--- src/rtl/opsel_pkg.sv ---
// Shared class and load-kind codes for the decode-stage bypass selector.
// Assumes a 4-bit class field and a 3-bit load-kind field.
package opsel_pkg;

    typedef enum logic [3:0] {
        CL_ALU    = 4'd0,
        CL_SET    = 4'd1,
        CL_LOAD   = 4'd2,
        CL_LINK   = 4'd3,
        CL_MFS    = 4'd4,
        CL_STORE  = 4'd5,
        CL_BRANCH = 4'd6,
        CL_JUMP   = 4'd7,
        CL_MTS    = 4'd8
    } op_class_e;

    localparam logic [2:0] LK_WORD   = 3'd0;
    localparam logic [2:0] LK_HALF_S = 3'd1;
    localparam logic [2:0] LK_HALF_U = 3'd2;
    localparam logic [2:0] LK_BYTE_S = 3'd3;
    localparam logic [2:0] LK_BYTE_U = 3'd4;

    // True for the classes that write the register file.
    function automatic logic writes_reg(input op_class_e c);
        case (c)
            CL_ALU, CL_SET, CL_LOAD, CL_LINK, CL_MFS: writes_reg = 1'b1;
            default:                                  writes_reg = 1'b0;
        endcase
    endfunction

endpackage

--- src/rtl/opsel_producer.sv ---
// Qualifies one pipeline slot as a register producer.
// Gives the effective destination: link is forced to the top register.
// Destination 0, bubbles and non-writing classes give wr_en = 0.
module opsel_producer
    import opsel_pkg::*;
#(
    parameter int NREG = 32,
    localparam int AW = $clog2(NREG)
) (
    input  logic          valid,
    input  logic [3:0]    cls,
    input  logic [AW-1:0] dst,
    output logic          wr_en,
    output logic [AW-1:0] wr_idx,
    output logic          is_load
);

    localparam logic [AW-1:0] LINK_IDX = AW'(NREG - 1);

    op_class_e cls_e;

    // Decode the class and derive the write qualification.
    always_comb begin
        cls_e   = op_class_e'(cls);
        wr_idx  = (cls_e == CL_LINK) ? LINK_IDX : dst;
        wr_en   = valid && writes_reg(cls_e) && (wr_idx != '0);
        is_load = valid && (cls_e == CL_LOAD);
    end

endmodule

--- src/rtl/opsel_wbval.sv ---
// Forms the write-back-stage value: the preserved ALU result, or the
// load-data register after subword extraction by the load kind.
// Assumes XLEN >= 16.
module opsel_wbval
    import opsel_pkg::*;
#(
    parameter int XLEN = 32
) (
    input  logic            is_load,
    input  logic [2:0]      ldk,
    input  logic [XLEN-1:0] c1_val,
    input  logic [XLEN-1:0] lmdr_val,
    output logic [XLEN-1:0] wb_val
);

    logic [XLEN-1:0] ld_val;

    // Extract the addressed subword of the loaded word.
    always_comb begin
        case (ldk)
            LK_HALF_S: ld_val = XLEN'($signed(lmdr_val[15:0]));
            LK_HALF_U: ld_val = XLEN'(lmdr_val[15:0]);
            LK_BYTE_S: ld_val = XLEN'($signed(lmdr_val[7:0]));
            LK_BYTE_U: ld_val = XLEN'(lmdr_val[7:0]);
            default:   ld_val = lmdr_val;
        endcase
    end

    // Choose the candidate according to the slot's class.
    always_comb wb_val = is_load ? ld_val : c1_val;

endmodule

--- src/rtl/opsel_operand_mux.sv ---
// Priority selector for one source operand.
// A memory-stage match wins over a write-back-stage match, which wins over
// the register file. Callers guarantee that the enables exclude index 0.
module opsel_operand_mux #(
    parameter int XLEN = 32,
    parameter int AW   = 5
) (
    input  logic [AW-1:0]   src,
    input  logic            mem_en,
    input  logic [AW-1:0]   mem_idx,
    input  logic            wb_en,
    input  logic [AW-1:0]   wb_idx,
    input  logic [XLEN-1:0] rf_val,
    input  logic [XLEN-1:0] mem_val,
    input  logic [XLEN-1:0] wb_val,
    output logic [XLEN-1:0] sel_val
);

    logic mem_hit;
    logic wb_hit;

    // Compare the source against both producers and pick by age.
    always_comb begin
        mem_hit = mem_en && (mem_idx == src);
        wb_hit  = wb_en && (wb_idx == src);
        if (mem_hit)     sel_val = mem_val;
        else if (wb_hit) sel_val = wb_val;
        else             sel_val = rf_val;
    end

endmodule

--- src/rtl/opsel_stage_top.sv ---
// Decode-stage operand bypass selector with its surrounding stage registers.
// One instruction per cycle enters decode. The execute-stage ALU result
// arrives on ex_result and the memory-stage raw word on mem_rdata.
// A load still in the memory stage is assumed to have been kept apart from
// its consumers by stall logic elsewhere, so it offers no candidate.
module opsel_stage_top
    import opsel_pkg::*;
#(
    parameter int XLEN = 32,
    parameter int NREG = 32,
    localparam int AW = $clog2(NREG)
) (
    input  logic            clk,
    input  logic            rst_n,
    input  logic            id_valid,
    input  logic [3:0]      id_cls,
    input  logic [2:0]      id_ldk,
    input  logic [AW-1:0]   id_dst,
    input  logic [AW-1:0]   id_src1,
    input  logic [AW-1:0]   id_src2,
    input  logic [XLEN-1:0] rf_rd1,
    input  logic [XLEN-1:0] rf_rd2,
    input  logic [XLEN-1:0] ex_result,
    input  logic [XLEN-1:0] mem_rdata,
    output logic [XLEN-1:0] opa,
    output logic [XLEN-1:0] opb,
    output logic            wb_we,
    output logic [AW-1:0]   wb_idx,
    output logic [XLEN-1:0] wb_data
);

    localparam int NOPND = 2;

    typedef struct packed {
        logic          valid;
        logic [3:0]    cls;
        logic [2:0]    ldk;
        logic [AW-1:0] dst;
    } stage_t;

    stage_t          ex_q, mem_q, wb_q;
    logic [XLEN-1:0] a_q, b_q, c_q, c1_q, lmdr_q;

    logic            mem_wr_en, mem_is_load, mem_fwd_en;
    logic [AW-1:0]   mem_wr_idx;
    logic            wb_wr_en, wb_is_load;
    logic [AW-1:0]   wb_wr_idx;
    logic [XLEN-1:0] wb_val;

    logic [AW-1:0]   src_idx [NOPND];
    logic [XLEN-1:0] rf_val  [NOPND];
    logic [XLEN-1:0] sel_val [NOPND];

    // Advance the instruction slots and the value registers by one stage.
    always_ff @(posedge clk) begin
        if (!rst_n) begin
            ex_q   <= '0;
            mem_q  <= '0;
            wb_q   <= '0;
            a_q    <= '0;
            b_q    <= '0;
            c_q    <= '0;
            c1_q   <= '0;
            lmdr_q <= '0;
        end else begin
            ex_q   <= '{valid: id_valid, cls: id_cls, ldk: id_ldk, dst: id_dst};
            mem_q  <= ex_q;
            wb_q   <= mem_q;
            a_q    <= sel_val[0];
            b_q    <= sel_val[1];
            c_q    <= ex_result;
            c1_q   <= c_q;
            lmdr_q <= mem_rdata;
        end
    end

    opsel_producer #(.NREG(NREG)) mem_prod_i (
        .valid   (mem_q.valid),
        .cls     (mem_q.cls),
        .dst     (mem_q.dst),
        .wr_en   (mem_wr_en),
        .wr_idx  (mem_wr_idx),
        .is_load (mem_is_load)
    );

    opsel_producer #(.NREG(NREG)) wb_prod_i (
        .valid   (wb_q.valid),
        .cls     (wb_q.cls),
        .dst     (wb_q.dst),
        .wr_en   (wb_wr_en),
        .wr_idx  (wb_wr_idx),
        .is_load (wb_is_load)
    );

    // A memory-stage load has no value ready, so only other writers forward.
    always_comb mem_fwd_en = mem_wr_en && !mem_is_load;

    opsel_wbval #(.XLEN(XLEN)) wbval_i (
        .is_load  (wb_is_load),
        .ldk      (wb_q.ldk),
        .c1_val   (c1_q),
        .lmdr_val (lmdr_q),
        .wb_val   (wb_val)
    );

    // Gather the per-operand source indices and register-file values.
    always_comb begin
        src_idx[0] = id_src1;
        src_idx[1] = id_src2;
        rf_val[0]  = rf_rd1;
        rf_val[1]  = rf_rd2;
    end

    for (genvar g = 0; g < NOPND; g++) begin : g_opnd
        opsel_operand_mux #(.XLEN(XLEN), .AW(AW)) mux_i (
            .src     (src_idx[g]),
            .mem_en  (mem_fwd_en),
            .mem_idx (mem_wr_idx),
            .wb_en   (wb_wr_en),
            .wb_idx  (wb_wr_idx),
            .rf_val  (rf_val[g]),
            .mem_val (c_q),
            .wb_val  (wb_val),
            .sel_val (sel_val[g])
        );
    end

    // Drive the operand and write-back outputs.
    always_comb begin
        opa     = a_q;
        opb     = b_q;
        wb_we   = wb_wr_en;
        wb_idx  = wb_wr_idx;
        wb_data = wb_val;
    end

endmodule

--- config.mk ---
export PLATFORM = sky130hd
export DESIGN_NAME = opsel_stage_top
export DESIGN_NICKNAME = d
export VERILOG_FILES = /design/src/rtl/opsel_pkg.sv /design/src/rtl/opsel_producer.sv /design/src/rtl/opsel_wbval.sv /design/src/rtl/opsel_operand_mux.sv /design/src/rtl/opsel_stage_top.sv
export SDC_FILE = /design/constraint.sdc
export NUM_CORES = 1
export LEC_CHECK = 0
export ABC_AREA = 1
export BUFFER_PORTS_ARGS = -buffer_cell sky130_fd_sc_hd__buf_2
export CORE_MARGIN = 4
export CORE_UTILIZATION = 40
export CTS_BUF_LIST = sky130_fd_sc_hd__clkbuf_8 sky130_fd_sc_hd__clkbuf_16
export CTS_CLUSTER_DIAMETER = 30
export DETAILED_ROUTE_END_ITERATION = 6
export PLACE_DENSITY = 0.62
export SYNTH_ARGS = -nofsm -noshare
export SYNTH_HDL_FRONTEND = slang
export SYNTH_SLANG_ARGS = --single-unit
--- constraint.sdc ---
create_clock -name clk -period 2.1 [get_ports clk]
set_input_delay 0.105 -clock clk [delete_from_list [all_inputs] [get_ports clk]]
set_output_delay 0.105 -clock clk [all_outputs]
set_load 0.02 [all_outputs]
Yosys cells after proc, flatten, opt, wreduce, memory -nomap -nowiden
Cells that the tools add are included.
W data, S select, Z words.
- word-level logic and storage cells: 61
- bits in latches: 0
- memory bits (writable): 0
- flip-flop bits (word level): 199
- ROM bits: 0
- memories: 0
- muxes and demuxes: 10
- shift-type cells: 0
- add/subtract/negate cells: 0
- bitwise gates (word level): 0
- multiply operators: 0
- div/mod/pow operators: 0
- equality and inequality tests: 16
- magnitude comparators: 0
- reduce and logical (&&, ||, !) cells: 18
- operators by type and width (operator ; number):
    $mux W32 ; 5
    $pmux W32 S4 ; 1
    $eq A5 B5 Y1 ; 4
    $eq A4 B2 Y1 const B ; 4
    $logic_and A1 B1 Y1 ; 11
    $mux W5 ; 2
    $reduce_bool A5 Y1 ; 2
    $reduce_or A5 Y1 ; 2
    $eq A4 B1 Y1 const B ; 2
    $eq A4 B3 Y1 const B ; 2
    $logic_not A4 Y1 ; 2
    $eq A3 B2 Y1 const B ; 2
    $eq A3 B1 Y1 const B ; 1
    $eq A3 B3 Y1 const B ; 1
    $mux W1 ; 2
    $logic_not A1 Y1 ; 1

Depth between registers and ports, before layout
Gate-level depths: netlist of run 1.
- depth after elaboration: 8
- depth in mapped cells: 15

By module
A second synthesis of run 1 with hierarchy kept.
- cells, all modules: 1347
- area total of the unflattened synthesis: 9232.6 um^2
- by module, submodules not included (module ; area an instance (um^2) ; cells an instance ; instances ; seq. area each (um^2)):
    opsel_stage_top ; 5671.7 ; 621 ; 1 ; 3983.8
    opsel_operand_mux ; 1387.6 ; 287 ; 2 ; 0.0
    opsel_wbval ; 583.1 ; 108 ; 1 ; 0.0
    opsel_producer ; 101.3 ; 22 ; 2 ; 0.0

Worst setup path after synthesis of run 1
Ideal clock, no wire load.
- kind: reg-to-reg
- start point: register wb_q[11] (netlist name)
- end point: register a_q[11] (netlist: opa[11])
- required time: 1987 ps
- clock period less this slack: 1809 ps
- cell stages (with the launch flop): 12
- data arrival time: 1695 ps
- path slack: 291 ps
- path through: dfxtp_1 nor2_4 nand2_2 nand2_1 nor2_1 nor2_2 nand2_1 nor2_4 buf_6 nand3_1 nand3_1 nand2_1
- RTL lines (item ; RTL line ; RTL):
    start, declared ; opsel_stage_top.sv:41 ; stage_t ex_q, mem_q, wb_q;
    start signal, assigned ; opsel_stage_top.sv:68 ; wb_q <= mem_q;
    $eq A4 B2 Y1 ; opsel_producer.sv:25 ; wr_idx = (cls_e == CL_LINK) ? LINK_IDX : dst;
    $mux W5 ; opsel_producer.sv:25 ;
    via wb_idx[3] ; opsel_stage_top.sv:28 ; output logic [AW-1:0] wb_idx,
    $reduce_bool A5 Y1 ; opsel_producer.sv:26 ; wr_en = valid && writes_reg(cls_e) && (wr_idx != '0);
    $logic_and A1 B1 Y1 ; opsel_producer.sv:26 ;
    via wb_we ; opsel_stage_top.sv:27 ; output logic wb_we,
    $logic_and A1 B1 Y1 ; opsel_operand_mux.sv:25 ; wb_hit = wb_en && (wb_idx == src);
    $mux W32 ; opsel_operand_mux.sv:27 ; else if (wb_hit) sel_val = wb_val;
    $mux W32 ; opsel_operand_mux.sv:26 ; if (mem_hit) sel_val = mem_val;
    end signal, assigned ; opsel_stage_top.sv:69 ; a_q <= sel_val[0];
    end, declared ; opsel_stage_top.sv:42 ; logic [XLEN-1:0] a_q, b_q, c_q, c1_q, lmdr_q;
The timed path passes the listed nets, and every way through them passes these cells.
A chain may end at the register's enable or synchronous reset.

Final worst setup path of run 1
- start point: register wb_q[10] (netlist name)
- end point: output port wb_data[10]
- word-level cells in the longest chain between the ends: 3
- ends and longest elaborated chain (item ; RTL line ; RTL):
    $eq A4 B2 Y1 ; opsel_producer.sv:27 ; is_load = valid && (cls_e == CL_LOAD);
    $logic_and A1 B1 Y1 ; opsel_producer.sv:27 ;
    $mux W32 ; opsel_wbval.sv:30 ; always_comb wb_val = is_load ? ld_val : c1_val;
    end, declared ; opsel_stage_top.sv:29 ; output logic [XLEN-1:0] wb_data
Every way passes these cells.

==> run summary, run 1 <==
number of port buffers: 254
cell area after placement: 0.01003 mm^2
GRT Util Overall: 23.07%
RD Place Congestion: 0.8647
Final Instance Area: 0.01210 mm^2
Static Leakage: 7.282 nW
first-pass GRT wire length: 43490 um
Post-Syn Instances: 1200
initial antenna violation count: 3
Min Hold Slack: 0.02021 ns
Final Max Slew Viols: 0
final worst-path setup slack: 0.06003 ns
commonest cells after routing, fill and taps aside: nand2_1, buf_2, inv_1, dfxtp_1, nand3_1
Crit-path slowest cell: dfxtp_2
WP data arrival: 1.93 ns
CTS tree: built
crit end category: output pin
Min-Delay Path Class: in2reg
netlist area before placement: 0.008389 mm^2
residual DRC count: 0
fin crit share: 97.14%
status: finished clean
Critical Path Fanout Max: 26
pre-CTS setup slack: 0.2136 ns
GRT met2 Usage: 38.82%
vias: 8637
final setup TNS: 0 ns
drt pass-1 iters: 5
Post-Route Utilization: 59.22%
# rows: 52
Initial Util: 41.06%
worst skew pair latency: 0.43 ns
DRT antenna net count: 0
largest net degree at the start of global routing: 71
chip height: 152.8 um
Die ar.: 0.02335 mm^2
post-synthesis adder-cell area fraction: 0%
nets: 1748
Die Wd: 152.8 um
crit path launch type: flop
final WL: 27280 um
grt peak-use layer: met2
Post-Syn Nets: 1353
crit-path most repeated cell: nor2_4
CTS root buf: clkbuf_16
worst path cell trace: nor2_4 -> nand2_2 -> nor2_4 -> buf_12 -> nor2_1 -> a21oi_1 -> buf_2
Boundary Pins: 255
Crit path max-delay family: simple AND/OR/NAND/NOR gates
critical setup path kind: reg2out
Starting DRT DRC Count: 497
biggest cell delay along the critical path: 0.33 ns
Non-Filler Instances: 1880
core area: 0.02043 mm^2
post-synthesis simple-gate area fraction: 35.59%
largest family of logic cells by synthesized area: simple AND/OR/NAND/NOR gates
gr ovfl total: 0
PwrDens: 692.6 mW/mm^2
Vias/cell: 4.594
Seq/Total Area, Yosys: 47.49%
clock buffer depth: 2
post-synthesis cell type count: 26
worst slew pin tran: 0.3899 ns
post-synthesis xor/xnor area fraction: 0%
RSZ-0062 raised after global routing: yes
minimum clock period: 2.040 ns
multiplexer share of the synthesized area: 0%
most common cell after layout, fill and taps aside: nand2_1
total CTS buffers: 17
Synth warnings: 0
vias in the first global route: 8349
fraction of layout cells with a size suffix above 1: 24.94%
total power draw: 8.379 mW
Layout area overhead: 44.21%
global-route met3 utilization: 4.382%
CP Data Required Time: 2.00 ns
cell taking the most area after synthesis: dfxtp_1
crit path buf inv count: 2
top cell type's share of synthesized area: 47.49%
Slew headroom: 74.01%
Compound-Gate Fraction of Synth Area: 2.013%
count of final hold-check violations: 0
Max-cap violations: 0
Max Fclk: 0.4902 GHz
GR Layer Usage met1: 28.43%
Worst Clk Skew: 0.01125 ns
Worst-path clk slew: 0.07 ns
HPWL after DPL: 18790 um
Final Setup Violations: 0
Mean Syn Cell Area: 6.991 um^2
ranking of synthesized cells by area: dfxtp_1, nand2_1, inv_1, nand3_1, buf_6
Routed WL per cell: 14.51 um
H-tree depth: 4
total placed cells including tap cells: 1707
Max IR drop VDD: 0.5393 mV
Layout fillers: 1907
#FFs+latches synth: 199
clk sink count: 199
sequential cells by signal, summed over array words and instances, names as in the netlist:
signal / cells
c1_q: 32
c_q: 32
ex_q: 13
lmdr_q: 32
mem_q: 13
opa: 32
opb: 32
wb_q: 13
synth_stat cells, drive strengths merged:
| master | instances |
|---|---|
| nand2 | 449 |
| inv | 241 |
| dfxtp | 199 |
| nand3 | 173 |
| nor2 | 46 |
| buf | 38 |
| a21oi | 21 |
| clkbuf | 13 |
| o21ai | 9 |
| nand3b | 5 |
| nand4 | 3 |
| nor3 | 3 |
metal layers:
metal  wire length, um  share of wire (%)
met5                 7              0.026
met4              1182                4.3
met3              1623                5.9
met2             13090                 48
met1             11380                 42
worst min-delay path: stages:
cell and delay [ns]:
buf_2 0.08, inv_1 0.05, nand2_1 0.06, nand3_1 0.07, nand2_1 0.06
area by class of cell:
class | count | area, um^2 | area share (%)
well taps | 270 | 337.8 | 2.792
clock inverters | 15 | 136.4 | 1.127
clock buffers | 17 | 425.4 | 3.516
multi-input cells | 709 | 3253 | 26.89
flip-flops and latches | 199 | 3989 | 32.97
inverters | 241 | 908.4 | 7.509
diodes | 2 | 5.005 | 0.04137
repair buffers | 427 | 3043 | 25.15
logic make-up after synthesis:
| kind of cell | count (synthesis) |
|---|---|
| flip-flops | 199 |
| buffers and inverters | 292 |
| AO/OA/AOI/OAI | 30 |
| AND/OR/NAND/NOR | 679 |
where the power goes:
group          internal (mW)  switching, mW
registers               3.97         0.0609
clock network           1.57           1.55
logic                  0.545          0.688
what timing repair did:
action                                 4_1_cts  5_1_grt
setup endpoints to repair                   20       23
pin swaps                                    0        6
hold buffers                               134        0
resized for setup                           13       26
endpoints found under the hold margin      134        0
setup buffers                                0        5
worst paths after layout:
path / from / to / slack (ns) / cells after the start
worst min-delay path: rf_rd1[15] / opa[15] / 0.02 / 5
worst min register to register: ex_q[1] / mem_q[1] / 0.41 / 2
worst max-delay path: wb_q[10] / wb_data[10] / 0.06 / 7
worst max register to register: wb_q[10] / opa[13] / 0.17 / 11
Note: power is estimated with default switching activity, not from simulation.
==> run 2, diff against run 1 <==
- HOLD_SLACK_MARGIN: unset -> 0.12
- RECOVER_POWER: unset -> 100
==> run 2 against run 1 <==
- global-route usage grew 0.19 points
- highest routed layer unchanged
- critical endpoint is now wb_data[9]
- maximum frequency down 0.55%
- sequential share of layout area about the same
- register-to-register slack about the same
- clock skew grew 0.00083 ns
- die area unchanged
- largest power group unchanged
- core utilization down 0.086 points
==> run summary, run 2 (synthesis results as in run 1) <==
status: finished clean
residual DRC count: 0 (unchanged)
number of port buffers: 254 (unchanged)
clk sink count: 199 (unchanged)
Max IR drop VDD: 0.5422 mV (+0.53%)
crit-path most repeated cell: nor2_4
area of the multi-input gates: 0.003253 mm^2 (unchanged)
Layout area overhead: 44.00%
pre-CTS setup slack: 0.2136 ns (unchanged)
Final Max Slew Viols: 0 (unchanged)
crit path launch type: flop
chip height: 152.8 um (unchanged)
commonest cells after routing, fill and taps aside: nand2_1, inv_1, dfxtp_1, buf_2, nand3_1
gr ovfl total: 0 (unchanged)
RD Place Congestion: 0.8647 (unchanged)
vias in the first global route: 8439 (+1.1%)
worst r2r src: wb_q[11]
Final Setup Violations: 0 (unchanged)
Routed WL per cell: 14.57 um (+0.43%)
Critical Path Fanout Max: 26 (unchanged)
CTS tree: built
crit end category: output pin
Static Leakage: 7.064 nW (-3.0%)
Worst Hold End: opa[9]
Post-Route Utilization: 59.13% (-0.086 points)
Slew headroom: 49.95% (-24 points)
biggest cell delay along the critical path: 0.33 ns (about the same)
HPWL after DPL: 18790 um (unchanged)
drt pass-1 iters: 5 (unchanged)
Starting DRT DRC Count: 460 (-7.4%)
r2r setup slk: 0.16 ns (about the same)
PwrDens: 693.6 mW/mm^2 (+0.15%)
Worst Clk Skew: 0.01209 ns (+0.0008316 ns)
Die ar.: 0.02335 mm^2 (unchanged)
nets: 1756 (+0.46%)
RSZ-0062 raised after global routing: yes
Vias/cell: 4.569 (-0.55%)
DRT antenna net count: 0 (unchanged)
initial antenna violation count: 3 (unchanged)
most common cell after layout, fill and taps aside: nand2_1
vias: 8626 (-0.13%)
hold path depth: 8 (+3)
Crit-path slowest cell: dfxtp_2
Die Wd: 152.8 um (unchanged)
clock buffer depth: 2 (unchanged)
worst reg2reg endpoint: opb[2]
WP data arrival: 1.95 ns (+0.02 ns)
Initial Util: 41.06% (unchanged)
worst skew pair latency: 0.43 ns (about the same)
worst path cell trace: nor2_4 -> nand2_2 -> nor2_4 -> buf_12 -> nor2_1 -> a21oi_1 -> buf_2
critical setup path kind: reg2out
H-tree depth: 4 (unchanged)
Worst-path clk slew: 0.08 ns (about the same)
GRT Util Overall: 23.26% (+0.19 points)
Max-cap violations: 0 (unchanged)
Max Fclk: 0.4875 GHz (-0.55%)
CTS root buf: clkbuf_16
fin crit share: 97.68% (+0.53 points)
count of final hold-check violations: 0 (unchanged)
worst slew pin tran: 0.7508 ns (+0.3608 ns)
Hold Path Origin: id_src1[0]
CP Data Required Time: 2.00 ns (about the same)
largest net degree at the start of global routing: 71 (unchanged)
register area: 0.003989 mm^2 (unchanged)
total CTS buffers: 17 (unchanged)
Min-Delay Path Class: in2reg
Layout fillers: 1936 (+1.5%)
core area: 0.02043 mm^2 (unchanged)
first-pass GRT wire length: 43780 um (+0.67%)
fraction of layout cells with a size suffix above 1: 20.48% (-4.5 points)
R2R depth: 14 (+3)
Boundary Pins: 255 (unchanged)
minimum clock period: 2.051 ns (+0.01122 ns)
final worst-path setup slack: 0.04881 ns (-0.01122 ns)
# rows: 52 (unchanged)
final WL: 27520 um (+0.86%)
[run 2: cell count changes in the layout (fill, tap and decap cells not counted)]
cell and change:
buf_4 -4, dlygate4sd3_1 +8, buf_2 -69, clkbuf_2 +3, clkbuf_1 +70
[run 2: report_power, final]
part,internal (mW),switching (mW)
combinational,0.531,0.691
clock,1.57,1.56
sequential,3.97,0.0638
total,6.07,2.31
[run 2: layout make-up]
type	count	share of cell area, %
well taps	270	2.796
multi-input cells	709	26.93
repair buffers	435	25.04
inverters	241	7.519
diodes	2	0.04143
clock buffers	17	3.522
clock inverters	15	1.129
flip-flops and latches	199	33.02
[run 2: through the flow]
| stage | setup TNS [ns] | std cells | power [mW] | hold slack [ns] | area [um^2] |
|---|---|---|---|---|---|
| floorplan | 0 | 1200 | 4.694 | 0.2026 | 8389 |
| global placement | 0 | 1707 | 5.116 | 0.2847 | 10030 |
| detailed placement | 0 | 1707 | 5.125 | 0.2891 | 10030 |
| CTS | -0.003018 | 1881 | 8.448 | 0.3435 | 12060 |
| global route | -0.1723 | 1888 | 8.759 | 0.3939 | 12080 |
| finish | 0 | 1888 | 8.379 | 0.3597 | 12080 |
[run 2: worst max path at each step]
stage / cells after the start / slack, ns / to / start
2_1_floorplan: 11 / 0.29 / opa[11] / wb_q[11]
3_3_place_gp: 13 / 0.23 / opa[21] / wb_q[11]
3_5_place_dp: 13 / 0.21 / opa[17] / wb_q[11]
4_1_cts: 8 / -0.003 / wb_data[15] / wb_q[6]
5_1_grt: 10 / -0.05 / wb_data[12] / wb_q[10]
6_report: 7 / 0.05 / wb_data[9] / wb_q[10]
[run 2: routing by layer]
layer | GRT usage, % | wire [um]
met5 | 0 | 7
met4 | 11.88 | 1235
met3 | 4.467 | 1624
met2 | 39.11 | 13180
met1 | 28.43 | 11470
[run 2: what timing repair did]
item	in CTS	in global routing
buffers inserted	0	5
cloned	0	0
endpoints found under the setup margin	20	23
hold buffers	142	0
pin swaps	0	6
gates resized for setup	13	26
endpoints found under the hold margin	141	0
[run 2: critical path, delay by kind of cell (launching register included)]
family / cells / cell delay, ns
buffers and inverters: 2 / 0.44
AOI/OAI and AO/OA: 1 / 0.26
DFF: 1 / 0.33
and+or+nand+nor: 4 / 0.48
==> run 3, diff against run 2 <==
- clock period: 2.1 -> 2.4 ns (I/O delays scaled with it)
==> run 3 against run 2 <==
- the run now ends with max-capacitance violations, max-slew violations left
- clock power down 10%
- first-iteration DRC count grew 18%
- worst setup slack improved by 0.022 ns
- register-to-register slack better by 0.14 ns
- final cell count down 0.58%
- routed wire length is 2.5% higher
- sequential share of layout area grew 0.54 points
- die area unchanged
- sequential cell count did not move
- clock skew decreased by 0.0026 ns
- clock-buffer cell count increased by 2
- critical endpoint is now wb_data[16]
==> run summary, run 3 (synthesis results as in run 1) <==
CTS tree: built
Psw: 1.966 mW (-15%)
crit path launch type: flop
Worst Setup SP: wb_q[11]
Sw Ratio: 26.59% (-1.0 points)
initial antenna violation count: 2 (-1)
Hold Path Origin: id_src1[4]
Min-Delay Path Class: in2reg
clock buffer depth: 2 (unchanged)
GRT Util Overall: 23.40% (+0.14 points)
number of port buffers: 254 (unchanged)
commonest cells after routing, fill and taps aside: nand2_1, inv_1, dfxtp_1, buf_2, nand3_1
hold path depth: 8 (unchanged)
fraction of layout cells with a size suffix above 1: 18.06% (-2.4 points)
Final Max Slew Viols: 34 (+34)
Boundary Pins: 255 (unchanged)
residual DRC count: 0 (unchanged)
Die Wd: 152.8 um (unchanged)
failing checks: max-capacitance violations, max-slew violations
final WL: 28210 um (+2.5%)
total CTS buffers: 17 (unchanged)
Logic pwr share: 14.4% (-0.2 points)
HPWL after DPL: 18630 um (-0.82%)
Max Fclk: 0.4293 GHz
vias in the first global route: 8277 (-1.9%)
Critical Path Fanout Max: 19 (-27%)
status: finished, violations left
gr ovfl total: 0 (unchanged)
first-pass GRT wire length: 43640 um (-0.33%)
Max-cap violations: 1 (+1)
r2r setup slk: 0.30 ns (+0.14 ns)
nets: 1746 (-0.57%)
Final Instance Area: 0.01187 mm^2 (-1.7%)
R2R depth: 12 (-2)
most common cell after layout, fill and taps aside: nand2_1
total power draw: 7.394 mW (-12%)
Vias/cell: 4.556 (-0.28%)
Final Setup Violations: 0 (unchanged)
Layout area overhead: 41.52%
fin crit share: 97.05%
largest net degree at the start of global routing: 58 (-18%)
vias: 8552 (-0.86%)
PwrDens: 622.7 mW/mm^2 (-10%)
clock network fraction of total power: 37.9% (+0.6 points)
Int Pwr: 5.428 mW (-11%)
critical setup path kind: reg2out
DRT antenna net count: 0 (unchanged)
Worst Hold End: opa[17]
core area: 0.02043 mm^2 (unchanged)
RSZ-0062 raised after global routing: yes
worst reg2reg endpoint: opa[24]
Starting DRT DRC Count: 545 (+18%)
Initial Util: 41.06% (unchanged)
chip height: 152.8 um (unchanged)
crit end category: output pin
worst r2r src: wb_q[9]
Max IR drop VDD: 0.5258 mV (-3.0%)
Static Leakage: 6.991 nW (-1.0%)
minimum clock period: 2.329 ns
count of final hold-check violations: 0 (unchanged)
Routed WL per cell: 15.03 um (+3.1%)
WP data arrival: 2.21 ns (+0.26 ns)
Worst Clk Skew: 0.009496 ns (-0.002589 ns)
cell area after placement: 0.009859 mm^2 (-1.7%)
Worst-path clk slew: 0.07 ns (about the same)
H-tree depth: 4 (unchanged)
RD Place Congestion: 0.8317 (-3.8%)
Die ar.: 0.02335 mm^2 (unchanged)
CTS root buf: clkbuf_16
part of the power in registers: 47.7% (-0.4 points)
CP Data Required Time: 2.28 ns (+0.28 ns)
worst slew pin tran: 1.865 ns (+1.115 ns)
clk sink count: 199 (unchanged)
Slew headroom: -24.36% (-74 points)
postcts setup bufs: 0 (unchanged)
worst skew pair latency: 0.43 ns (about the same)
# rows: 52 (unchanged)
drt pass-1 iters: 5 (unchanged)
## run 3: cell count changes in the layout (fill, tap and decap cells not counted), moves of 4 or more
cell / before / now
dfxtp_1: 195 / 199
buf_6: 4 / 0
dlygate4sd3_1: 142 / 150
dfxtp_2: 4 / 0
buf_12: 9 / 4
inv_1: 236 / 240
buf_4: 26 / 15
buf_2: 181 / 188
a21oi_2: 15 / 4
a21oi_1: 4 / 17
## run 3: area by class of cell
class                      instances  area (um^2)
antenna                            1        2.502
inverter                         241        904.6
sequential                       199         3984
clock buffer                      19        452.9
multi-input combinational        710         3182
clock inverter                    13        122.6
tap                              270        337.8
fill                            1987         8557
timing repair buffer             424         2887
## run 3: timing repair
item,4_1_cts,5_1_grt
setup endpoints to repair,0,24
hold buffers,150,0
hold endpoints to repair,141,0
resized for setup,0,2
## run 3: power by group through the flow
stage | registers, mW | clock network (mW) | logic (mW)
4_1_cts | 3.53 | 2.86 | 1.07
3_3_place_gp | 3.60 | 0 | 0.873
2_1_floorplan | 3.68 | 0 | 0.432
6_report | 3.53 | 2.80 | 1.06
5_1_grt | 3.54 | 3.00 | 1.17
3_5_place_dp | 3.60 | 0 | 0.878
## run 3: per-stage QoR
stage	setup TNS, ns	hold WS, ns	cells	worst slack [ns]	util, %
after floorplan	0	0.2176	1200	0.5914	-
after global placement	0	0.2999	1693	0.2260	48.26
after detailed placement	0	0.3048	1693	0.1614	48.26
after CTS	0	0.1234	1875	0.1066	58.43
after global routing	-0.09885	0.4083	1877	-0.03036	58.11
final	0	0.3352	1877	0.07086	58.11
## run 3: per-layer routing
| metal | vias to the layer above | wire (um) | track usage, % |
|---|---|---|---|
| met1 | 3823 | 12070 | 29.02 |
| met4 | 2 | 885 | 9.207 |
| li1 | 4346 | - | - |
| met3 | 65 | 1874 | 5.315 |
| met5 | - | 7 | 0 |
| met2 | 316 | 13370 | 39.62 |
## run 3: worst max-delay path by stage
| stage | cells past startpoint | slack [ns] | to |
|---|---|---|---|
| floorplan | 11 | 0.59 | opa[11] |
| finish | 7 | 0.07 | wb_data[16] |
| global placement | 11 | 0.23 | opa[22] |
| CTS | 7 | 0.11 | wb_data[16] |
| detailed placement | 12 | 0.16 | opa[18] |
| global route | 7 | -0.03 | wb_data[17] |
## run 3: worst max-delay path, stage by stage, from the launching register on
cell	delay (ns)
dfxtp_1	0.33
nor2_4	0.17
nand2_1	0.11
nor2_4	0.14
nand2_2	0.09
nor2_4	0.44
a21oi_1	0.27
buf_2	0.23
